<file path="config.mk">
export PLATFORM = sky130hd
export DESIGN_NAME = sdr_rfsh_seq
export DESIGN_NICKNAME = d
export VERILOG_FILES = /design/src/rtl/sdr_rfsh_pkg.sv /design/src/rtl/rfsh_pacer.sv /design/src/rtl/rfsh_debt.sv /design/src/rtl/rfsh_span.sv /design/src/rtl/sdr_rfsh_seq.sv
export SDC_FILE = /design/constraint.sdc
export NUM_CORES = 1
export LEC_CHECK = 0
export CAP_MARGIN = 15
export CORE_ASPECT_RATIO = 1.1
export CORE_UTILIZATION = 64
export DETAILED_ROUTE_END_ITERATION = 8
export GPL_TIMING_DRIVEN = 0
export PLACE_DENSITY = 0.84
export SYNTH_ARGS = -nofsm -noshare
export SYNTH_HDL_FRONTEND = slang
export SYNTH_HIERARCHICAL = 1
export SYNTH_SLANG_ARGS = --single-unit
</file>
<file path="constraint.sdc">
create_clock -name clk -period 7.4 [get_ports clk]
set_clock_uncertainty 0.05 [all_clocks]
set_input_delay 1.11 -clock clk [delete_from_list [all_inputs] [get_ports clk]]
set_output_delay 1.11 -clock clk [all_outputs]
set_load 0.02 [all_outputs]
</file>
<file path="src/rtl/sdr_rfsh_pkg.sv">
package sdr_rfsh_pkg;
  // {cs_n, ras_n, cas_n, we_n}
  localparam logic [3:0] CMD_NOP  = 4'b0111;
  localparam logic [3:0] CMD_AREF = 4'b0001;

  typedef enum logic [2:0] {
    PH_IDLE,
    PH_WAIT,
    PH_GAP,
    PH_SR,
    PH_XSR
  } phase_t;
endpackage

</file>
<file path="src/rtl/rfsh_pacer.sv">
// Free-running refresh interval counter; produces one tick per interval.
module rfsh_pacer #(
  parameter int INTERVAL = 1953
) (
  input  logic clk,
  input  logic rst_n,
  input  logic run,
  output logic tick
);
  localparam int CW = (INTERVAL > 1) ? $clog2(INTERVAL) : 1;
  localparam logic [CW-1:0] LAST = CW'(INTERVAL - 1);

  logic [CW-1:0] cnt_q;
  logic          at_end;

  assign at_end = (cnt_q == LAST);
  assign tick   = run && at_end;

  always_ff @(posedge clk or negedge rst_n) begin
    if (!rst_n)      cnt_q <= '0;
    else if (!run)   cnt_q <= '0;
    else if (at_end) cnt_q <= '0;
    else             cnt_q <= cnt_q + 1'b1;
  end
endmodule

</file>
<file path="src/rtl/rfsh_debt.sv">
// Saturating count of refreshes owed to the memory.
module rfsh_debt #(
  parameter int MAX = 8
) (
  input  logic clk,
  input  logic rst_n,
  input  logic clear,
  input  logic tick,
  input  logic take,
  output logic owed_any
);
  localparam int OW = $clog2(MAX + 1);
  localparam logic [OW-1:0] FULL = OW'(MAX);

  logic [OW-1:0] owed_q;

  assign owed_any = (owed_q != '0);

  always_ff @(posedge clk or negedge rst_n) begin
    if (!rst_n)     owed_q <= '0;
    else if (clear) owed_q <= '0;
    else begin
      case ({tick, take})
        2'b10: if (owed_q != FULL) owed_q <= owed_q + 1'b1;
        2'b01: owed_q <= owed_q - 1'b1;
        default: ;
      endcase
    end
  end
endmodule

</file>
<file path="src/rtl/rfsh_span.sv">
// Restartable up-counter that flags when LEN cycles have passed since start.
module rfsh_span #(
  parameter int LEN = 4
) (
  input  logic clk,
  input  logic rst_n,
  input  logic start,
  output logic done
);
  localparam int CW = (LEN > 1) ? $clog2(LEN) : 1;
  localparam logic [CW-1:0] LAST = CW'(LEN - 1);

  logic [CW-1:0] c_q;

  assign done = (c_q == LAST);

  always_ff @(posedge clk or negedge rst_n) begin
    if (!rst_n)          c_q <= LAST;
    else if (start)      c_q <= '0;
    else if (c_q != LAST) c_q <= c_q + 1'b1;
  end
endmodule

</file>
<file path="src/rtl/sdr_rfsh_seq.sv">
module sdr_rfsh_seq
  import sdr_rfsh_pkg::*;
#(
  parameter int REF_INTERVAL = 1953,
  parameter int T_RC         = 17,
  parameter int T_RAS        = 11,
  parameter int T_XSR        = 19,
  parameter int MAX_OWED     = 8
) (
  input  logic       clk,
  input  logic       rst_n,
  input  logic       sr_enter_req,
  input  logic       sr_exit_req,
  input  logic       clk_stable,
  input  logic       bus_gnt,
  output logic       bus_req,
  output logic       cke,
  output logic [3:0] cmd
);
  phase_t     ph_q, ph_d;
  logic [3:0] cmd_q, cmd_d;
  logic       cke_q, cke_d;
  logic       enter_pend_q, exit_pend_q;
  logic       enter_seen, exit_seen, sr_zone, decide;
  logic       tick, owed_any, take;
  logic       gap_start, gap_done, res_start, res_done, xsr_start, xsr_done;

  assign sr_zone    = (ph_q == PH_SR) || (ph_q == PH_XSR);
  assign enter_seen = enter_pend_q | sr_enter_req;
  assign exit_seen  = exit_pend_q | sr_exit_req;
  assign decide     = ((ph_q == PH_WAIT) && bus_gnt) || ((ph_q == PH_GAP) && gap_done);

  rfsh_pacer #(.INTERVAL(REF_INTERVAL)) u_pacer (
    .clk(clk), .rst_n(rst_n), .run(!sr_zone), .tick(tick)
  );

  rfsh_debt #(.MAX(MAX_OWED)) u_debt (
    .clk(clk), .rst_n(rst_n), .clear(sr_zone), .tick(tick), .take(take),
    .owed_any(owed_any)
  );

  rfsh_span #(.LEN(T_RC)) u_gap (
    .clk(clk), .rst_n(rst_n), .start(gap_start), .done(gap_done)
  );

  rfsh_span #(.LEN(T_RAS)) u_res (
    .clk(clk), .rst_n(rst_n), .start(res_start), .done(res_done)
  );

  rfsh_span #(.LEN(T_XSR)) u_xsr (
    .clk(clk), .rst_n(rst_n), .start(xsr_start), .done(xsr_done)
  );

  always_comb begin
    ph_d      = ph_q;
    cmd_d     = CMD_NOP;
    cke_d     = cke_q;
    take      = 1'b0;
    gap_start = 1'b0;
    res_start = 1'b0;
    xsr_start = 1'b0;
    case (ph_q)
      PH_IDLE: if (owed_any || enter_seen) ph_d = PH_WAIT;
      PH_SR: begin
        if (res_done && exit_seen && clk_stable) begin
          ph_d      = PH_XSR;
          cke_d     = 1'b1;
          xsr_start = 1'b1;
        end
      end
      PH_XSR: if (xsr_done) ph_d = PH_IDLE;
      default: ;
    endcase
    if (decide) begin
      if (owed_any) begin
        cmd_d     = CMD_AREF;
        take      = 1'b1;
        gap_start = 1'b1;
        ph_d      = PH_GAP;
      end else if (enter_seen) begin
        cmd_d     = CMD_AREF;
        cke_d     = 1'b0;
        res_start = 1'b1;
        ph_d      = PH_SR;
      end else begin
        ph_d = PH_IDLE;
      end
    end
  end

  always_ff @(posedge clk or negedge rst_n) begin
    if (!rst_n) begin
      ph_q         <= PH_IDLE;
      cmd_q        <= CMD_NOP;
      cke_q        <= 1'b1;
      enter_pend_q <= 1'b0;
      exit_pend_q  <= 1'b0;
    end else begin
      ph_q  <= ph_d;
      cmd_q <= cmd_d;
      cke_q <= cke_d;
      if (res_start)                      enter_pend_q <= 1'b0;
      else if (sr_enter_req && !sr_zone)  enter_pend_q <= 1'b1;
      if (xsr_start)                          exit_pend_q <= 1'b0;
      else if (sr_exit_req && ph_q == PH_SR)  exit_pend_q <= 1'b1;
    end
  end

  assign bus_req = (ph_q != PH_IDLE);
  assign cmd     = cmd_q;
  assign cke     = cke_q;
endmodule

</file>
==> flow_summary.ini, run 1 <==
[worst_setup_path]
slowest_delay_ns = 0.48
start_kind = input pin
cp_cell_sequence = clkdlybuf4s50_1 -> nand3b_1 -> a21oi_1 -> and2_1 -> nand2b_1 -> buf_6 -> inv_1 -> ha_1 -> a31oi_1 -> o211ai_4 -> mux2i_1 -> a211oi_1
critPathKind = input pin to flip-flop
cpMaxStageDelayCell = clkdlybuf4s50_1
cp_max_fo = 14
required_ns = 7.61
critPathArrivalTime_ns = 3.76
worstSetupEndpointType = flip-flop
path_delay_family = compound AO/OA/AOI/OAI gates
cp_num_buf_inv = 3

[yosys]
yosysWarnings = 6
synth_edf_count = 0
synth_top_family_by_area = simple AND/OR/NAND/NOR gates
avgSynthCellArea_um2 = 9.98
synth-simple-area-share = 0.234
yosysTopAreaCell = dfrtp_1
yosys.area.top_type_share = 0.329
synth_ff_type = dfrtp_1
synth_mux_area_frac = 0.0590
synth.most_common_cell = dfrtp_1
syn-instance-count = 221
ys_types = 54
synth-compound-area-share = 0.144
synth_area_um2 = 2200
synth_fa_ha_area_frac = 0.0568
synthTopCellsByCount = 29 x dfrtp_1, 21 x nor2_1, 14 x inv_1
ys_seq_elements = 36
synth.area.top_cells = dfrtp_1 33%, dfstp_2 8.3%, ha_1 5.7%, nor2_1 3.6%, a21oi_1 3.0%
syn_nets = 237
ys_async_sr_fraction = 1.00
synth_xor_area_frac = 0.0358
seq_area_frac_synth = 0.413

[routing]
dr.pass1.iters = 6
routedWlPerCell_um = 13.8
wirelength_um = 3740
viasPerCell = 6.00
drt_iter0_markers = 105
vias = 1632
ant_nets = 0
drc = 0

[clocking]
cts_root_buf = clkbuf_4
cts_num_sinks = 36
h-tree-depth = 2
cts_tree = yes
cts_buffers = 5
ctsResizeCount = 0
clk_pin_slew_ns = 0.10
postCtsSetupRepairBufs = 0
cts.path.max_buffers = 2
clkLatencyLatePin_ns = 0.34
cts_hold_buf = 0

[hold_path]
holdCritPathClass = flip-flop to flip-flop

[pwr]
total_power_mw = 0.581
power.leakage_nw = 1.06
p_per_area_nw_per_um2 = 243
vdd_drop_max_uv = 225

[grt]
grt_start_max_net_pins = 37
globalRouteOverflowTotal = 0
grt_pass1_vias = 1627
grt_pass1_wl_um = 6880
antenna_found_initial = 0
grt_usage = 0.244

[sta]
fin_crit_ns = 3.56
min_period_over_period = 0.480
relSlewSlack = 0.429
drv_slew = 0
setup_tns_ns = 0
setup_violations = 0
max_freq_mhz = 281
rsz0062_at_grt = false
worst_pin_slew_ns = 0.851
whs_ns = 0.462
hold_violations = 0

[job]
cap_violations = 0

[finish]
area_growth_pct = 8.46
drive_gt1_frac = 0.168
diodes = 0
layout.nets = 253
final_util = 0.758

[floorplanning]
dieArea_um2 = 3680
die_w_um = 58.0
num_rows = 21
core_region_area_um2 = 3150
die_y_um = 63.6
start_util = 0.699
io_pins = 12

[outcome]
status = completed

[placement]
dpl.hpwl_um = 2780
io_buffers = 9
gp_congestion = 0.916
[cells by family (layout without fill, tap and decap cells)]
family | count (synthesis) | after routing
AOI/OAI and AO/OA | 43 | 43
xor gates and xnor gates | 9 | 9
adders and majority gates | 10 | 10
buffers and inverters | 24 | 41
DFF | 36 | 36
muxes | 11 | 11
other | 2 | 2
and+or+nand+nor | 86 | 86
[stage by stage]
stage | setup WS [ns] | area [um^2] | instances
final | 3.84 | 2390 | 272
after floorplan | 4.27 | 2200 | 221
after global placement | 3.59 | 2340 | 264
after global routing | 3.63 | 2390 | 272
after detailed placement | 3.49 | 2330 | 264
after CTS | 3.84 | 2390 | 272
[per-layer routing]
layer / vias up / track usage / part of all wire
met5: - / 0 / 0
met4: 0 / 0.125 / 0.017
met3: 5 / 0.0472 / 0.037
met2: 33 / 0.395 / 0.50
met1: 784 / 0.305 / 0.45
li1: 810 / - / -
[placed cells by master (no fill, tap or decap), drive strengths merged, types with 4 or more instances in the layout]
cell,n
dfrtp,29
nor2,21
inv,14
a21oi,13
nand3,11
ha,10
clkbuf,10
o21ai,9
buf,9
nand2,8
nand2b,8
nor2b,8
clkdlybuf4s50,8
dfstp,7
xnor2,7
mux2,7
o31ai,5
mux2i,4
or3,4
nand3b,4
[final cells by class]
type                    count  area, um^2
plain buffers              10        67.6
clock buffers               8        58.8
fillers                   219         762
inverters                  14        52.6
multi-input cells         161        1170
flip-flops and latches     36         910
well taps                  34        42.5
repair buffers              9        85.1
[where the power goes]
group | switching, mW | leakage [nW] | total, mW | internal [mW]
sequential | 0.0502 | 0.438 | 0.303 | 0.253
combinational | 0.0793 | 0.589 | 0.170 | 0.0905
clock | 0.0616 | 0.0326 | 0.108 | 0.0469
[flip-flops by register name, indices dropped and copies added (netlist names), 3 cells and up]
register / count
u_xsr/c_q: 5
u_pacer/cnt_q: 11
u_gap/c_q: 5
u_debt/owed_q: 4
ph_q: 3
u_res/c_q: 4
[worst paths after layout]
kind                                  start          endpoint  slack (ns)  depth (start not counted)
setup / recovery                    bus_gnt  u_debt/owed_q[3]        3.84                         12
hold / removal             u_pacer/cnt_q[0]  u_pacer/cnt_q[0]        0.46                          1
setup reg to reg                    ph_q[0]  u_debt/owed_q[3]        4.03                         14
hold reg to reg            u_pacer/cnt_q[0]  u_pacer/cnt_q[0]        0.46                          1
max in group asynchronous             rst_n  u_pacer/cnt_q[8]        6.02                          1
min in group asynchronous             rst_n      u_gap/c_q[2]        0.78                          1
No activity file was read; power rests on OpenSTA's default activity.
==> run 2: changes to the inputs <==
--- a/config.mk
+++ b/config.mk
@@ -7,10 +7,10 @@
 export LEC_CHECK = 0
 export CAP_MARGIN = 15
 export CORE_ASPECT_RATIO = 1.1
-export CORE_UTILIZATION = 64
+export CORE_UTILIZATION = 54
 export DETAILED_ROUTE_END_ITERATION = 8
 export GPL_TIMING_DRIVEN = 0
-export PLACE_DENSITY = 0.84
+export PLACE_DENSITY = 0.76
 export SYNTH_ARGS = -nofsm -noshare
 export SYNTH_HDL_FRONTEND = slang
 export SYNTH_HIERARCHICAL = 1
==> constraint.sdc (replaced) <==
create_clock -name clk -period 3.2 [get_ports clk]
set_clock_uncertainty 0.05 [all_clocks]
set_input_delay 0.48 -clock clk [delete_from_list [all_inputs] [get_ports clk]]
set_output_delay 0.48 -clock clk [all_outputs]
set_load 0.02 [all_outputs]
==> flow_summary.ini, run 2 (synthesized netlist as in run 1, its figures left out) <==
[sta]
fin_crit_ns = 2.95
rsz0062_at_grt = false
setup_violations = 0
hold_violations = 0
relSlewSlack = 0.399
drv_slew = 0
min_period_over_period = 0.923
fin_ws_ns = 0.246
whs_ns = 0.208
worst_pin_slew_ns = 0.896
max_freq_mhz = 339

[clocking]
cts_num_sinks = 36
clk_pin_slew_ns = 0.08
h-tree-depth = 2
cts_root_buf = clkbuf_8
cts_tree = yes
cts_buffers = 5
clkLatencyLatePin_ns = 0.30
cts.path.max_buffers = 2
postCtsSetupRepairBufs = 0
cts_hold_buf = 0

[worst_setup_path]
critPathArrivalTime_ns = 3.07
cp_max_fo = 7
cpMaxStageDelayCell = or4b_4
path_common_cell = inv_1
cp_num_buf_inv = 3
cp_cell_sequence = inv_1 -> ha_1 -> or4b_4 -> nor4_4 -> nand2b_1 -> buf_6 -> inv_1 -> ha_4 -> nand2_1 -> o211ai_4 -> mux2i_1 -> a211oi_1
path_delay_family = simple AND/OR/NAND/NOR gates
slowest_delay_ns = 0.50
worstSetupEndpointType = flip-flop
critPathKind = flip-flop to flip-flop
start_kind = flip-flop
required_ns = 3.32

[placement]
dpl.hpwl_um = 2620
gp_congestion = 0.777
io_buffers = 9
post_dp_cell_area_um2 = 2350
pre_cts_slack_ns = -0.163
place_inst = 282

[grt]
grt_pass1_wl_um = 6750
grt_pass1_vias = 1605
grt_start_max_net_pins = 37
globalRouteOverflowTotal = 0
grt_usage = 0.199
antenna_found_initial = 0

[finish]
reg.largest.list = u_pacer/cnt_q (11), u_gap/c_q (5), u_xsr/c_q (5)
layout_commonest_cell = dfrtp_1
mostFrequentLayoutCells = 29 x dfrtp_1, 21 x nor2_1, 14 x inv_1, 13 x a21oi_1, 11 x nand3_1
fillers = 326
multi_input_area_um2 = 1210
stdcell_count = 290
layout.nets = 253
diodes = 0
largest_register_ffs = 11
drive_gt1_frac = 0.206
top_register = u_pacer/cnt_q
seq_area_um2 = 910
final_area_um2 = 2510
area_growth_pct = 13.7

[hold_path]
holdCritPathClass = input pin to asynchronous set/reset pin

[pwr]
clkPwrFrac = 0.269
combPwrFrac = 0.260
total_power_mw = 1.49
power.leakage_nw = 1.09
vdd_drop_max_uv = 446
switching_share = 0.312
p_per_area_nw_per_um2 = 594
pwr-share-seq = 0.471
p_int_mw = 1.02
p_sw_mw = 0.465

[floorplanning]
dieArea_um2 = 4340
start_util = 0.560
die_y_um = 69.0
num_rows = 24
core_region_area_um2 = 3930
die_w_um = 62.9
io_pins = 12

[routing]
drt_iter0_markers = 115
vias = 1629
viasPerCell = 5.62
ant_nets = 0
drc = 0
wirelength_um = 3880
dr.pass1.iters = 4
routedWlPerCell_um = 13.4

[outcome]
status = completed

[job]
cap_violations = 0
==> run 2: changes by cell type in the layout (fill, tap and decap cells not counted), sizes merged <==
cell,delta
bufinv,+1
clkinv,+1
clkinvlp,+1
clkbuf,-3
==> run 2: final timing paths <==
check                                 start               end  slack (ns)  cells past startpoint
min in group clk           u_pacer/cnt_q[0]  u_pacer/cnt_q[0]        0.46                      1
min                                   rst_n      u_res/c_q[0]        0.21                      1
max in group asynchronous             rst_n  u_pacer/cnt_q[8]        2.39                      1
min reg2reg                u_pacer/cnt_q[0]  u_pacer/cnt_q[0]        0.46                      1
max                        u_pacer/cnt_q[0]  u_debt/owed_q[3]        0.25                     12
max reg2reg                u_pacer/cnt_q[0]  u_debt/owed_q[3]        0.25                     12
==> run 2: cell type report <==
cell class	count	area share
Multi-Input combinational cell	161	0.484
Sequential cell	36	0.363
Timing Repair Buffer	9	0.0339
Buffer	10	0.0279
Clock buffer	5	0.0274
Tap cell	52	0.0259
Inverter	14	0.0210
Clock inverter	3	0.0170
==> run 2: worst register-to-register path, cell delays in order (launching register included) <==
cell	delay (ns)
dfrtp_1	0.42
inv_1	0.07
ha_1	0.12
or4b_4	0.50
nor4_4	0.35
nand2b_1	0.16
buf_6	0.14
inv_1	0.10
ha_4	0.31
nand2_1	0.10
o211ai_4	0.20
mux2i_1	0.22
a211oi_1	0.09
==> run 2: what timing repair did <==
item | CTS | global route
setup endpoints to repair | 1 | 1
gates cloned | 0 | 0
resized for setup | 3 | 7
pin swaps | 0 | 3
==> run 2: power groups by stage <==
| stage | sequential, mW | combinational, mW | clock, mW |
|---|---|---|---|
| finish | 0.702 | 0.387 | 0.401 |
| floorplan | 0.681 | 0.320 | 0 |
| detailed placement | 0.708 | 0.386 | 0 |
| CTS | 0.700 | 0.390 | 0.417 |
| global placement | 0.700 | 0.369 | 0 |
| global route | 0.717 | 0.444 | 0.431 |
==> run 2: metal layers <==
layer  wire length, um  track usage
met3               133       0.0563
met2              1910        0.327
met1              1750        0.236
met5                 0            0
met4                87       0.0956
==> run 2: stage by stage <==
step / utilization / setup TNS (ns)
2_1_floorplan: - / 0
3_3_place_gp: 0.600 / -0.134
3_5_place_dp: 0.599 / -0.163
4_1_cts: 0.629 / 0
5_1_grt: 0.637 / 0
6_report: 0.637 / 0
